==> config.mk <==
export PLATFORM = sky130hd
export DESIGN_NAME = trap_entry_unit
export DESIGN_NICKNAME = d
export VERILOG_FILES = /design/src/rtl/trap_pkg.sv /design/src/rtl/trap_cause_class.sv /design/src/rtl/trap_irq_pick.sv /design/src/rtl/trap_target_calc.sv /design/src/rtl/trap_entry_unit.sv
export SDC_FILE = /design/constraint.sdc
export NUM_CORES = 1
export LEC_CHECK = 0
export ABC_AREA = 1
export CAP_MARGIN = 20
export CORE_MARGIN = 4
export CORE_UTILIZATION = 51
export DETAILED_ROUTE_END_ITERATION = 6
export PLACE_DENSITY = 0.82
export SYNTH_ARGS = -nofsm -noshare
export SYNTH_HDL_FRONTEND = slang
export SYNTH_SLANG_ARGS = --single-unit
==> constraint.sdc <==
create_clock -name clk_i -period 9.5 [get_ports clk_i]
set_input_delay 2.85 -clock clk_i [delete_from_list [all_inputs] [get_ports clk_i]]
set_output_delay 2.85 -clock clk_i [all_outputs]
set_load 0.03 [all_outputs]
==> src/rtl/trap_pkg.sv <==
package trap_pkg;
    localparam int CODE_W = 6;
    localparam int SUB_W  = 9;
    localparam int CIDX_W = 8;

    localparam logic [CODE_W-1:0] C_INT        = 6'h00;
    localparam logic [CODE_W-1:0] C_FETCH_PAGE = 6'h03;
    localparam logic [CODE_W-1:0] C_FETCH_ADDR = 6'h08;
    localparam logic [CODE_W-1:0] C_SYSCALL    = 6'h0B;
    localparam logic [CODE_W-1:0] C_BREAK      = 6'h0C;
    localparam logic [CODE_W-1:0] C_ILLEGAL    = 6'h0D;
    localparam logic [CODE_W-1:0] C_PRIV       = 6'h0E;
    localparam logic [CODE_W-1:0] C_FP_OFF     = 6'h0F;
    localparam logic [CODE_W-1:0] C_VEC_OFF    = 6'h10;
    localparam logic [CODE_W-1:0] C_FP_EXC     = 6'h12;
    localparam logic [CODE_W-1:0] C_DEBUG_BP   = 6'h1A;
    localparam logic [CODE_W-1:0] DBG_CAUSE    = 6'h0C;

    typedef struct packed {
        logic [1:0] plv;
        logic       ie;
        logic       da;
        logic       pg;
    } mode_t;

    typedef enum logic [1:0] {
        SEL_MODE   = 2'd0,
        SEL_CFG    = 2'd1,
        SEL_BASE   = 2'd2,
        SEL_REFILL = 2'd3
    } ctl_sel_e;
endpackage

==> src/rtl/trap_cause_class.sv <==
module trap_cause_class
    import trap_pkg::*;
(
    input  logic [CODE_W-1:0] code_i,
    output logic              is_int_o,
    output logic              is_bp_o,
    output logic              grab_badv_o,
    output logic              grab_badi_o
);
    always_comb begin
        is_int_o = (code_i == C_INT);
        is_bp_o  = (code_i == C_DEBUG_BP);
        case (code_i)
            C_SYSCALL, C_BREAK, C_ILLEGAL, C_PRIV,
            C_FP_OFF, C_VEC_OFF, C_FP_EXC: grab_badv_o = 1'b1;
            default:                       grab_badv_o = 1'b0;
        endcase
        case (code_i)
            C_INT, C_FETCH_PAGE, C_FETCH_ADDR, C_DEBUG_BP: grab_badi_o = 1'b0;
            default:                                       grab_badi_o = 1'b1;
        endcase
    end
endmodule

==> src/rtl/trap_irq_pick.sv <==
module trap_irq_pick #(
    parameter int N     = 13,
    parameter int IDX_W = (N > 1) ? $clog2(N) : 1
) (
    input  logic [N-1:0]     pend_i,
    input  logic [N-1:0]     mask_i,
    output logic             any_o,
    output logic [IDX_W-1:0] idx_o
);
    logic [N-1:0] live;

    assign live  = pend_i & mask_i;
    assign any_o = |live;

    // Ascending scan: the last set bit seen is the highest-numbered one.
    always_comb begin
        idx_o = '0;
        for (int i = 0; i < N; i++) begin
            if (live[i]) begin
                idx_o = IDX_W'(i);
            end
        end
    end
endmodule

==> src/rtl/trap_target_calc.sv <==
module trap_target_calc #(
    parameter int XLEN   = 32,
    parameter int VS_W   = 3,
    parameter int CIDX_W = 8
) (
    input  logic [XLEN-1:0]   base_i,
    input  logic [VS_W-1:0]   vs_i,
    input  logic [CIDX_W-1:0] cidx_i,
    output logic [XLEN-1:0]   target_o
);
    logic [XLEN-1:0] offset;

    always_comb begin
        if (vs_i == '0) begin
            offset = '0;
        end else begin
            offset = XLEN'(cidx_i) << (int'(vs_i) + 2);
        end
        target_o = base_i + offset;
    end
endmodule

==> src/rtl/trap_entry_unit.sv <==
module trap_entry_unit
    import trap_pkg::*;
#(
    parameter int              XLEN         = 32,
    parameter int              NIRQ         = 13,
    parameter int              VS_W         = 3,
    parameter int              EXT_INT_BASE = 64,
    parameter logic [XLEN-1:0] BOOT_PC      = 32'h1C00_0000,
    parameter logic [XLEN-1:0] DBG_OFFSET   = 32'h0000_0480
) (
    input  logic                clk_i,
    input  logic                rst_ni,
    input  logic [NIRQ-1:0]     irq_i,
    input  logic                exc_valid_i,
    input  logic [CODE_W-1:0]   exc_code_i,
    input  logic [SUB_W-1:0]    exc_sub_i,
    input  logic [XLEN-1:0]     pc_i,
    input  logic [XLEN-1:0]     instr_i,
    input  logic                refill_i,
    input  logic                ctl_we_i,
    input  logic [1:0]          ctl_sel_i,
    input  logic [XLEN-1:0]     ctl_wdata_i,
    output logic                trap_taken_o,
    output logic [XLEN-1:0]     next_pc_o,
    output logic                hw_irq_req_o,
    output logic [1:0]          cur_plv_o,
    output logic                cur_ie_o,
    output logic                cur_da_o,
    output logic                cur_pg_o,
    output logic [1:0]          prev_plv_o,
    output logic                prev_ie_o,
    output logic [XLEN-1:0]     era_o,
    output logic [XLEN-1:0]     badv_o,
    output logic [XLEN-1:0]     badi_o,
    output logic [CODE_W-1:0]   ecode_o,
    output logic [SUB_W-1:0]    esub_o,
    output logic [NIRQ-1:0]     pending_o,
    output logic                dbg_state_o,
    output logic                dbg_latch_o,
    output logic                dbg_int_o,
    output logic [CODE_W-1:0]   dbg_code_o,
    output logic [XLEN-1:0]     dbg_era_o,
    output logic [1:0]          rf_prev_plv_o,
    output logic                rf_prev_ie_o,
    output logic [XLEN-3:0]     rf_era_o
);
    localparam int VIDX_W  = (NIRQ > 1) ? $clog2(NIRQ) : 1;
    localparam int VS_LSB  = 16;

    typedef struct packed {
        mode_t               mode;
        logic [1:0]          pplv;
        logic                pie;
        logic [XLEN-1:0]     era;
        logic [XLEN-1:0]     badv;
        logic [XLEN-1:0]     badi;
        logic [CODE_W-1:0]   ecode;
        logic [SUB_W-1:0]    esub;
        logic [NIRQ-1:0]     pend;
        logic [NIRQ-1:0]     mask;
        logic [VS_W-1:0]     vs;
        logic [XLEN-1:0]     base;
        logic [XLEN-1:0]     rentry;
        logic [1:0]          rplv;
        logic                rie;
        logic [XLEN-3:0]     rera;
        logic                dst;
        logic                dcl;
        logic                dei;
        logic [CODE_W-1:0]   dcode;
        logic [XLEN-1:0]     dera;
        logic                boot;
    } st_t;

    st_t s_q, s_d;

    logic              cls_int, cls_bp, cls_badv, cls_badi;
    logic              irq_any;
    logic [VIDX_W-1:0] irq_idx;
    logic [CIDX_W-1:0] cidx;
    logic [XLEN-1:0]   vec_target;

    logic take_exc, take_int, int_class, bp_trap, dbg_int_trap, use_refill, trap;

    trap_cause_class u_class (
        .code_i      (exc_code_i),
        .is_int_o    (cls_int),
        .is_bp_o     (cls_bp),
        .grab_badv_o (cls_badv),
        .grab_badi_o (cls_badi)
    );

    trap_irq_pick #(.N(NIRQ), .IDX_W(VIDX_W)) u_pick (
        .pend_i (s_q.pend),
        .mask_i (s_q.mask),
        .any_o  (irq_any),
        .idx_o  (irq_idx)
    );

    assign cidx = int_class ? (CIDX_W'(EXT_INT_BASE) + CIDX_W'(irq_idx))
                            : CIDX_W'(exc_code_i);

    trap_target_calc #(.XLEN(XLEN), .VS_W(VS_W), .CIDX_W(CIDX_W)) u_target (
        .base_i   (s_q.base),
        .vs_i     (s_q.vs),
        .cidx_i   (cidx),
        .target_o (vec_target)
    );

    // Trap arbitration: a strobed exception always wins over an interrupt.
    always_comb begin
        take_exc     = exc_valid_i;
        take_int     = !exc_valid_i && s_q.mode.ie && !s_q.dst && irq_any;
        trap         = take_exc || take_int;
        int_class    = take_int || (take_exc && cls_int);
        bp_trap      = take_exc && cls_bp;
        dbg_int_trap = int_class && s_q.dst;
        use_refill   = take_exc && refill_i && !cls_int && !cls_bp;
    end

    always_comb begin
        s_d      = s_q;
        s_d.pend = irq_i;
        s_d.boot = 1'b0;

        if (bp_trap || dbg_int_trap) begin
            next_pc_o = s_q.base + DBG_OFFSET;
        end else if (use_refill) begin
            next_pc_o = s_q.rentry;
        end else if (trap) begin
            next_pc_o = vec_target;
        end else if (s_q.boot) begin
            next_pc_o = BOOT_PC;
        end else begin
            next_pc_o = pc_i;
        end

        if (trap) begin
            if (bp_trap) begin
                s_d.dcl   = 1'b1;
                s_d.dcode = DBG_CAUSE;
                s_d.dera  = pc_i;
                s_d.dst   = 1'b1;
            end else if (dbg_int_trap) begin
                s_d.dei  = 1'b1;
                s_d.dera = pc_i;
            end else begin
                if (take_exc && cls_badv) begin
                    s_d.badv = pc_i;
                end
                if (take_exc && cls_badi) begin
                    s_d.badi = instr_i;
                end
                if (use_refill) begin
                    s_d.rplv    = s_q.mode.plv;
                    s_d.rie     = s_q.mode.ie;
                    s_d.mode.da = 1'b1;
                    s_d.mode.pg = 1'b0;
                    s_d.rera    = pc_i[XLEN-1:2];
                end else begin
                    s_d.pplv  = s_q.mode.plv;
                    s_d.pie   = s_q.mode.ie;
                    s_d.era   = pc_i;
                    s_d.ecode = int_class ? C_INT : exc_code_i;
                    s_d.esub  = int_class ? '0 : exc_sub_i;
                end
            end
            s_d.mode.plv = 2'd0;
            s_d.mode.ie  = 1'b0;
        end else if (ctl_we_i) begin
            case (ctl_sel_e'(ctl_sel_i))
                SEL_MODE: begin
                    s_d.mode.plv = ctl_wdata_i[1:0];
                    s_d.mode.ie  = ctl_wdata_i[2];
                    s_d.mode.da  = ctl_wdata_i[3];
                    s_d.mode.pg  = ctl_wdata_i[4];
                end
                SEL_CFG: begin
                    s_d.mask = ctl_wdata_i[NIRQ-1:0];
                    s_d.vs   = ctl_wdata_i[VS_LSB +: VS_W];
                end
                SEL_BASE:   s_d.base   = ctl_wdata_i;
                SEL_REFILL: s_d.rentry = ctl_wdata_i;
                default: ;
            endcase
        end
    end

    always_ff @(posedge clk_i or negedge rst_ni) begin
        if (!rst_ni) begin
            s_q         <= '0;
            s_q.mode.da <= 1'b1;
            s_q.boot    <= 1'b1;
        end else begin
            s_q <= s_d;
        end
    end

    assign trap_taken_o  = trap;
    assign hw_irq_req_o  = |s_q.pend;
    assign cur_plv_o     = s_q.mode.plv;
    assign cur_ie_o      = s_q.mode.ie;
    assign cur_da_o      = s_q.mode.da;
    assign cur_pg_o      = s_q.mode.pg;
    assign prev_plv_o    = s_q.pplv;
    assign prev_ie_o     = s_q.pie;
    assign era_o         = s_q.era;
    assign badv_o        = s_q.badv;
    assign badi_o        = s_q.badi;
    assign ecode_o       = s_q.ecode;
    assign esub_o        = s_q.esub;
    assign pending_o     = s_q.pend;
    assign dbg_state_o   = s_q.dst;
    assign dbg_latch_o   = s_q.dcl;
    assign dbg_int_o     = s_q.dei;
    assign dbg_code_o    = s_q.dcode;
    assign dbg_era_o     = s_q.dera;
    assign rf_prev_plv_o = s_q.rplv;
    assign rf_prev_ie_o  = s_q.rie;
    assign rf_era_o      = s_q.rera;
endmodule

# Word level (Yosys, flattened, before mapping)

Cells that the tools add are included.

Bitwise gates (word level): 5
Equality and inequality tests: 16
Shift-type cells: 1
Muxes and demuxes: 34
Add/subtract/negate cells: 4
Reductions and logical operators: 40

Operators by type and width:

| kind                   | count |
|---|---|
| $mux 32                | 9 |
| $mux 116               | 2 |
| $eq 6x4->1 const B     | 6 |
| $mux 35                | 1 |
| $add 32x11->32 const B | 1 |
| $add 32x32->32         | 1 |
| $shl 8x32->32          | 1 |
| $reduce_or 13->1       | 2 |
| $mux 4                 | 5 |
| $eq 6x5->1 const B     | 3 |
| $reduce_and 4->1       | 4 |
| $mux 15                | 1 |
| $mux 5                 | 3 |
| $and 13x13->13         | 1 |
| $mux 3                 | 4 |
| $reduce_and 3->1       | 4 |
| $logic_and 1x1->1      | 11 |
| $mux 9                 | 1 |
| $add 7x4->8 const A    | 1 |
| $mux 8                 | 1 |
| $reduce_or 7->1        | 1 |
| $eq 6x2->1 const B     | 1 |
| $logic_not 6->1        | 1 |
| $mux 2                 | 3 |
| 16 further kinds       | 32 |

Word-level logic and storage cells: 124
Output and inout bits: 240
Input port bits: 131
Bits in registers: 281

# Longest topological paths before layout

Gate-level depths: netlist of run 1.

Depth after elaboration: 21
Gate-level depth with buffers: 34
Depth with buffers taken out: 34

# Hierarchy

A second synthesis of run 1 with hierarchy kept.

Cell total of the unflattened synthesis: 2275
Area total of the unflattened synthesis: 16494.6 um2

Modules (own cells, without submodules):

| module           | instances | sequential area each (um2) | area each (um2) | cells an instance |
|---|---|---|---|---|
| trap_entry_unit  | 1         | 7009.2                     | 13640.6         | 1670 |
| trap_target_calc | 1         | 0.0                        | 2563.7          | 539 |
| trap_irq_pick    | 1         | 0.0                        | 187.7           | 42 |
| trap_cause_class | 1         | 0.0                        | 102.6           | 24 |

# Worst setup path before layout of run 1

OpenSTA, ideal clock, no wires.

Path kind: input port to output port
Start point: input port exc_code_i[4]
End point: output port next_pc_o[17]
Arrival: 5.884 ns
Path slack: 0.766 ns
Required time: 6.650 ns
Buffers on the path: 0
Stages: 20
Cell sequence: nor2_1 -> nand4_1 -> nand2_4 -> clkinv_2 -> nand2_2 -> o21ai_2 -> o21ai_0 -> nand2_1 -> nand2_1 -> nor2_1 -> ha_1 -> nand2_1 -> inv_1 -> a21oi_1 -> a21boi_0 -> o21ai_0 -> a21oi_1 -> xnor2_1 -> nand2_1 -> a21oi_1

Longest elaborated chain between the ends: 10
Elaborated cells on any way between the ends: 18
Classes of those cells: 1 x add/sub; 1 x eq/ne; 1 x shift; 5 x mux; 10 x reduce/logical

Ends and longest elaborated chain:

| what              | line                   | text |
|---|---|---|
| from (decl)       | trap_entry_unit.sv:15  | `input logic [CODE_W-1:0] exc_code_i,` |
| $logic_not 6->1   | trap_cause_class.sv:11 | `is_int_o = (code_i == C_INT);` |
| $logic_and 1x1->1 | trap_entry_unit.sv:115 | `int_class = take_int \|\| (take_exc && cls_int);` |
| $logic_or 1x1->1  | trap_entry_unit.sv:115 |  |
| $mux 8            | trap_entry_unit.sv:100 | `assign cidx = int_class ? (CIDX_W'(EXT_INT_BASE) + CIDX_W'(irq_idx))` |
| $shl 8x32->32     | trap_target_calc.sv:17 | `offset = XLEN'(cidx_i) << (int'(vs_i) + 2);` |
| $mux 32           | trap_target_calc.sv:14 | `if (vs_i == '0) begin` |
| $add 32x32->32    | trap_target_calc.sv:19 | `target_o = base_i + offset;` |
| $mux 32           | trap_entry_unit.sv:130 | `end else if (trap) begin` |
| $mux 32           | trap_entry_unit.sv:128 | `end else if (use_refill) begin` |
| $mux 32 (*)       | trap_entry_unit.sv:126 | `if (bp_trap \|\| dbg_int_trap) begin` |
| to (decl)         | trap_entry_unit.sv:24  | `output logic [XLEN-1:0] next_pc_o,` |

Every way passes the cells marked *; elsewhere a longest branch is shown, timed or not.

# Worst setup path in the final report of run 1

Start point: input port exc_code_i[0]
End point: output port next_pc_o[24]

The elaborated chain is that of the path after synthesis.

==> flow_summary.json, run 1 <==
{
  "outcome": "finished, final reports clean",
  "drt-vias-per-instance": 5.37,
  "r2r-end": "era_o[14]$_DFFE_PN0P_",
  "dp_hpwl_um": 33500,
  "cts-root-buf": "clkbuf_16",
  "clockBufferDepth": 3,
  "area.growth.synth_to_final_pct": 29.4,
  "drt-total-wl_um": 46200,
  "floorplan.initialDensity_pct": 51.6,
  "critPathCaptureType": "primary output",
  "placed_area_sq_um": 18300,
  "cts_buffers": 31,
  "antenna_found_initial": 1,
  "tightest_slew_ns": 1.02,
  "drc_errors": 0,
  "relSlewSlack_pct": 31.7,
  "worstPathArrival_ns": 6.44,
  "fin_util_pct": 66.8,
  "p_leak_nw": 9.18,
  "die-width_um": 181,
  "drive_gt1_share_pct": 13.8,
  "synth.distinct_cells": 55,
  "cts-htree-levels": 1,
  "min_path_type": "reg -> reg",
  "synthCells": 1841,
  "postSynth.asyncResetShare_pct": 100,
  "cts.clk_slew.worst_paths_ns": 0.05,
  "die_y_um": 181,
  "reg2regPathDepth": 12,
  "r2r_slack_ns": 6.21,
  "grt_overflow": 0,
  "worstSkewPairLatency_ns": 0.55,
  "ys_seq_area_share_pct": 46.0,
  "synth_enable_flop_cells": 0,
  "setup_viol": 0,
  "criticalPathCategory": "in -> out",
  "grt_pass1_vias": 13200,
  "crit_start": "exc_code_i[0]",
  "nets": 2191,
  "fin_crit_ns": 9.29,
  "grt_pass1_wl_um": 72800,
  "first_pass_iters": 5,
  "rows": 63,
  "gp_congestion": 0.986,
  "die-area_sq_um": 32700,
  "clkSinkCount": 280,
  "portBuffers": 366,
  "crit_fanout": 5,
  "final_area_sq_um": 19700,
  "vias": 13200,
  "maxSlewViolCount": 0,
  "power_density_nw_per_um2": 221,
  "io_pins": 371,
  "holdWs_ns": 0.482,
  "drv_cap": 0,
  "synth-seq-cells": 280,
  "layout_commonest_cell": "nand2_1",
  "finalCritPeriodShare_pct": 97.8,
  "netlist_area_sq_um": 15300,
  "ys_warn_count": 0,
  "final_cell_mix": "nand2_1, clkdlybuf4s50_1, dfrtp_1",
  "crit_required_ns": 6.65,
  "synth-main-ff-cell": "dfrtp_1",
  "drtAntennaViolNets": 0,
  "tritoncts": "built",
  "startpoint_type": "input pin",
  "grt_usage_pct": 27.2,
  "grt_max_degree": 163,
  "avgSynthCellArea_sq_um": 8.29,
  "hold_viol_final": 0,
  "endpoint": "next_pc_o[24]",
  "fmaxAchievable_mhz": 108,
  "drt_iter0_drc": 1146,
  "core_area_sq_um": 29600,
  "reg2reg_from": "pending_o[9]$_DFF_PN0_",
  "skew_ns": 0.0149,
  "vdd_drop_max_uv": 155,
  "wl_per_cell_um": 18.9
}
stage by stage:
step	cells	TNS [ns]	worst slack [ns]	power (mW)
after floorplan	1845	0	0.766	2.50
after global placement	2390	-1.02	-0.210	3.02
after detailed placement	2390	-1.07	-0.221	3.05
after CTS	2447	0	0.00522	4.34
after global routing	2450	-0.238	-0.0710	4.57
final	2450	0	0.209	4.36
cells by family after synthesis:
kind of cell,Yosys count,share of synthesized area (%)
AND/OR/NAND/NOR,679,18.8
buffers and inverters,410,15.7
AO/OA/AOI/OAI,387,13.5
flip-flops,280,46.0
multiplexers,32,2.36
XOR/XNOR,27,1.55
adder cells (fa/ha/maj),25,2.10
other,1,0.0246
timing repair:
item | 4_1_cts | 5_1_grt
endpoints found under the hold margin | 0 | 0
pin swaps | 0 | 18
endpoints found under the setup margin | 12 | 27
gates cloned | 0 | 0
resized for setup | 6 | 73
setup buffers | 0 | 2
hold buffers | 0 | 0
worst max-delay path, cell delays in order:
cell             delay [ns]
clkdlybuf4s50_1        0.44
nor2_2                 0.16
nand4_1                0.16
nand2_4                0.13
buf_4                  0.13
nand3_1                0.07
nand2_1                0.10
nand2_1                0.08
nand3_1                0.12
nand2_1                0.06
nand2_1                0.07
nand2_1                0.07
nand2_1                0.07
nand2_1                0.11
ha_4                   0.32
nand2_1                0.12
nor3_2                 0.20
buf_4                  0.16
nand4_1                0.14
nand3b_1               0.18
nand2_1                0.07
nand2_1                0.07
xor2_1                 0.17
a21oi_1                0.10
o21ai_2                0.13
buf_12                 0.16
routing by layer:
metal  track usage (%)  part of all wire (%)  vias up
li1                  -                     -     6198
met1              36.8                    42     6345
met3              3.62                   6.3       96
met4              7.66                   2.9        0
met5                 0                     0        -
met2              46.5                    49      526
synthesized netlist by cell type, types with 5 or more instances:
cell type,n,share of area (%)
a21oi_1,52,1.7
a31oi_1,9,0.37
buf_2,28,0.92
buf_4,205,10
buf_6,5,0.37
clkbuf_1,30,0.74
dfrtp_1,278,46
ha_1,24,2.0
inv_1,131,3.2
mux2_2,32,2.4
nand2_1,461,11
nand2_2,9,0.37
nand3_1,69,2.3
nand4_1,11,0.45
nor2_1,85,2.1
nor3_1,18,0.59
o211ai_1,5,0.25
o21ai_0,213,7.0
o21ai_1,77,2.5
o22ai_1,7,0.29
or2_2,6,0.25
xnor2_1,7,0.40
xor2_1,20,1.1
power breakdown:
part | switching [mW] | internal [mW] | leakage, nW
clock network | 0.493 | 0.781 | 0.541
registers | 0.146 | 1.38 | 3.47
logic | 0.897 | 0.657 | 5.17
total | 1.54 | 2.82 | 9.18
worst min-delay path by stage:
stage,endpoint,slack (ns),from,cells after the start
floorplan,ecode_o[5]$_DFFE_PN0P_,0.44,ecode_o[5]$_DFFE_PN0P_,2
global placement,dbg_int_o$_DFFE_PN0P_,0.45,dbg_int_o$_DFFE_PN0P_,2
CTS,dbg_era_o[18]$_DFFE_PN0P_,0.49,dbg_era_o[18]$_DFFE_PN0P_,2
global route,cur_da_o$_DFFE_PN1P_,0.50,cur_da_o$_DFFE_PN1P_,2
finish,badv_o[19]$_DFFE_PN0P_,0.48,badv_o[19]$_DFFE_PN0P_,2
detailed placement,dbg_int_o$_DFFE_PN0P_,0.47,dbg_int_o$_DFFE_PN0P_,2
registers in the layout, indices dropped and copies added, names as in the netlist, 6 cells and up:
name / cells
pending_o: 13
esub_o: 9
ecode_o: 6
dbg_era_o: 32
era_o: 32
badv_o: 32
rf_era_o: 30
s_q: 81
badi_o: 32
final cells by class:
cell class	count	area, sq um
diodes	1	2.50
clock buffers	40	870
clock inverters	17	225
fillers	2380	9820
inverters	140	532
multi-input cells	1155	6160
flip-flops and latches	280	7010
well taps	390	488
repair buffers	427	4450
(Power assumes the default switching activity.)
==> run 2: changes to the inputs <==
Settings changed: CORE_MARGIN 4 to 2, CORE_UTILIZATION 51 to 54, PLACE_DENSITY 0.82 to 0.86, TNS_END_PERCENT set to 50.
Clock period 9.5 ns to 11.15 ns, I/O delays scaled along.
==> run 2 against run 1 <==
Net effect:
- cell area decreased by 4.4%
- critical path depth decreased by 3
- utilization increased by 1.1 points
- critical path type unchanged
- combinational power decreased by 23%
- non-clock buffer count decreased by 42
- die area decreased by 9.6%
==> flow_summary.json, run 2 (synthesis gave the netlist of run 1 again) <==
{
  "grt_usage_pct": 29.7,
  "final_cell_mix": "nand2_1, clkdlybuf4s50_1, dfrtp_1",
  "area.growth.synth_to_final_pct": 23.7,
  "layout_commonest_cell": "nand2_1",
  "drive_gt1_share_pct": 8.05,
  "crit_required_ns": 7.81,
  "drt-vias-per-instance": 5.47,
  "cts.clk_slew.worst_paths_ns": 0.06,
  "maxSlewViolCount": 0,
  "outcome": "finished, final reports clean",
  "vdd_drop_max_uv": 111,
  "finalCritPeriodShare_pct": 99.4,
  "tightest_slew_ns": 1.03,
  "clockPowerShare_pct": 29.2,
  "clkSinkCount": 280,
  "cts-root-buf": "clkbuf_16",
  "cts_buffers": 29,
  "top_register": "s_q",
  "dp_hpwl_um": 32600,
  "nets": 2147,
  "p_leak_nw": 8.94,
  "layout.cells.non_filler": 2392,
  "relSlewSlack_pct": 31.4,
  "startpoint_type": "input pin",
  "drv_cap": 0,
  "highest_layer": "met4",
  "grt_max_degree": 153,
  "place_inst": 2338,
  "critPathCaptureType": "primary output",
  "criticalPathCategory": "in -> out",
  "gp_congestion": 0.966,
  "fin_util_pct": 67.9,
  "die-width_um": 172,
  "cts-htree-levels": 1,
  "cts_setup_buffers": 0,
  "die-area_sq_um": 29600,
  "grt_pass1_wl_um": 68700,
  "switchingPower_mw": 1.25,
  "clockBufferDepth": 3,
  "power_density_nw_per_um2": 187,
  "wl_per_cell_um": 18.8,
  "fmaxAchievable_mhz": 90.2,
  "wl_met3_um": 3280,
  "core_area_sq_um": 27800,
  "grt_overflow": 0,
  "fin_crit_ns": 11.08,
  "floorplan.initialDensity_pct": 54.9,
  "antenna_found_initial": 0,
  "skew_ns": 0.0152,
  "rsz0062_at_grt": "true",
  "largest_register_ff_count": 81,
  "drtAntennaViolNets": 0,
  "crit_fanout": 9,
  "rows": 61,
  "dr_wl_met2_um": 21600,
  "io_pins": 371,
  "drc_errors": 0,
  "met1Wirelength_um": 18100,
  "drt-total-wl_um": 44900,
  "setup_viol": 0,
  "first_pass_iters": 6,
  "tritoncts": "built",
  "min_path_type": "reg -> reg",
  "drt_iter0_drc": 1264,
  "combPwrFrac_pct": 33.7,
  "multi_input_area_sq_um": 5890,
  "p_seq_share_pct": 37.1,
  "holdWs_ns": 0.479,
  "portBuffers": 366,
  "worstSkewPairLatency_ns": 0.55,
  "swShare_pct": 35.6,
  "seq_area_sq_um": 7010,
  "fill_cells": 2145,
  "worstPathArrival_ns": 7.74,
  "die_y_um": 172,
  "hold_viol_final": 0,
  "p_int_mw": 2.27,
  "vias": 13100,
  "grt_pass1_vias": 12700,
  "power_mw": 3.52
}
run 2: power groups by stage:
stage | logic [mW] | registers, mW | clock network, mW
2_1_floorplan | 0.851 | 1.28 | 0
3_3_place_gp | 1.16 | 1.31 | 0
3_5_place_dp | 1.18 | 1.32 | 0
4_1_cts | 1.19 | 1.30 | 1.04
5_1_grt | 1.28 | 1.32 | 1.08
6_report | 1.19 | 1.31 | 1.03
run 2: metrics by stage:
step | setup TNS (ns) | setup WS, ns | area [sq um]
after floorplan | 0 | 1.43 | 15300
after global placement | -0.267 | -0.143 | 17800
after detailed placement | -0.355 | -0.205 | 17800
after CTS | 0 | 0.0404 | 18800
after global routing | -0.235 | -0.216 | 18900
final | 0 | 0.0689 | 18900
run 2: worst max-delay path, stage by stage:
cell and delay [ns]:
clkdlybuf4s50_1 0.54, nor3_2 0.28, o21ai_2 0.14, nand2_4 0.15, clkinv_2 0.16, nand2_2 0.12, o21ai_2 0.07, o21ai_0 0.17
buf_4 0.15, nand2_1 0.04, nand2_1 0.13, nor2_1 0.09, ha_1 0.33, inv_1 0.08, o21ai_0 0.24, inv_1 0.06
o21ai_0 0.22, a21oi_1 0.10, nand3_1 0.22, xor2_1 0.17, nand2_1 0.07, a22oi_2 0.15, clkdlybuf4s50_1 0.71
run 2: cell type report:
class,count,share of cell area (%)
diodes,1,0.0133
well taps,378,2.51
repair buffers,385,20.8
clock inverters,13,0.922
inverters,140,2.81
multi-input cells,1155,31.2
flip-flops and latches,280,37.2
clock buffers,40,4.54
run 2: repair_timing:
action / 4_1_cts / 5_1_grt
hold buffers: 0 / 0
endpoints found under the setup margin: 2 / 24
gates cloned: 0 / 0
resized for setup: 2 / 25
run 2: final timing paths:
path,cells past startpoint,slack (ns),end,start
max in group asynchronous,2,6.84,badi_o[14]$_DFFE_PN0P_,rst_ni
min reg2reg,2,0.48,esub_o[4]$_DFFE_PN0P_,esub_o[4]$_DFFE_PN0P_
max,23,0.07,next_pc_o[22],exc_valid_i
min in group asynchronous,1,2.85,era_o[10]$_DFFE_PN0P_,rst_ni
max reg2reg,13,7.81,ecode_o[1]$_DFFE_PN0P_,pending_o[8]$_DFF_PN0_
min,2,0.48,esub_o[4]$_DFFE_PN0P_,esub_o[4]$_DFFE_PN0P_
run 2: routing by layer:
metal	vias to the layer above	global-route usage [%]
li1	6122	-
met1	6233	39.2
met2	598	48.8
met3	126	4.76
met4	0	12.5
met5	-	0
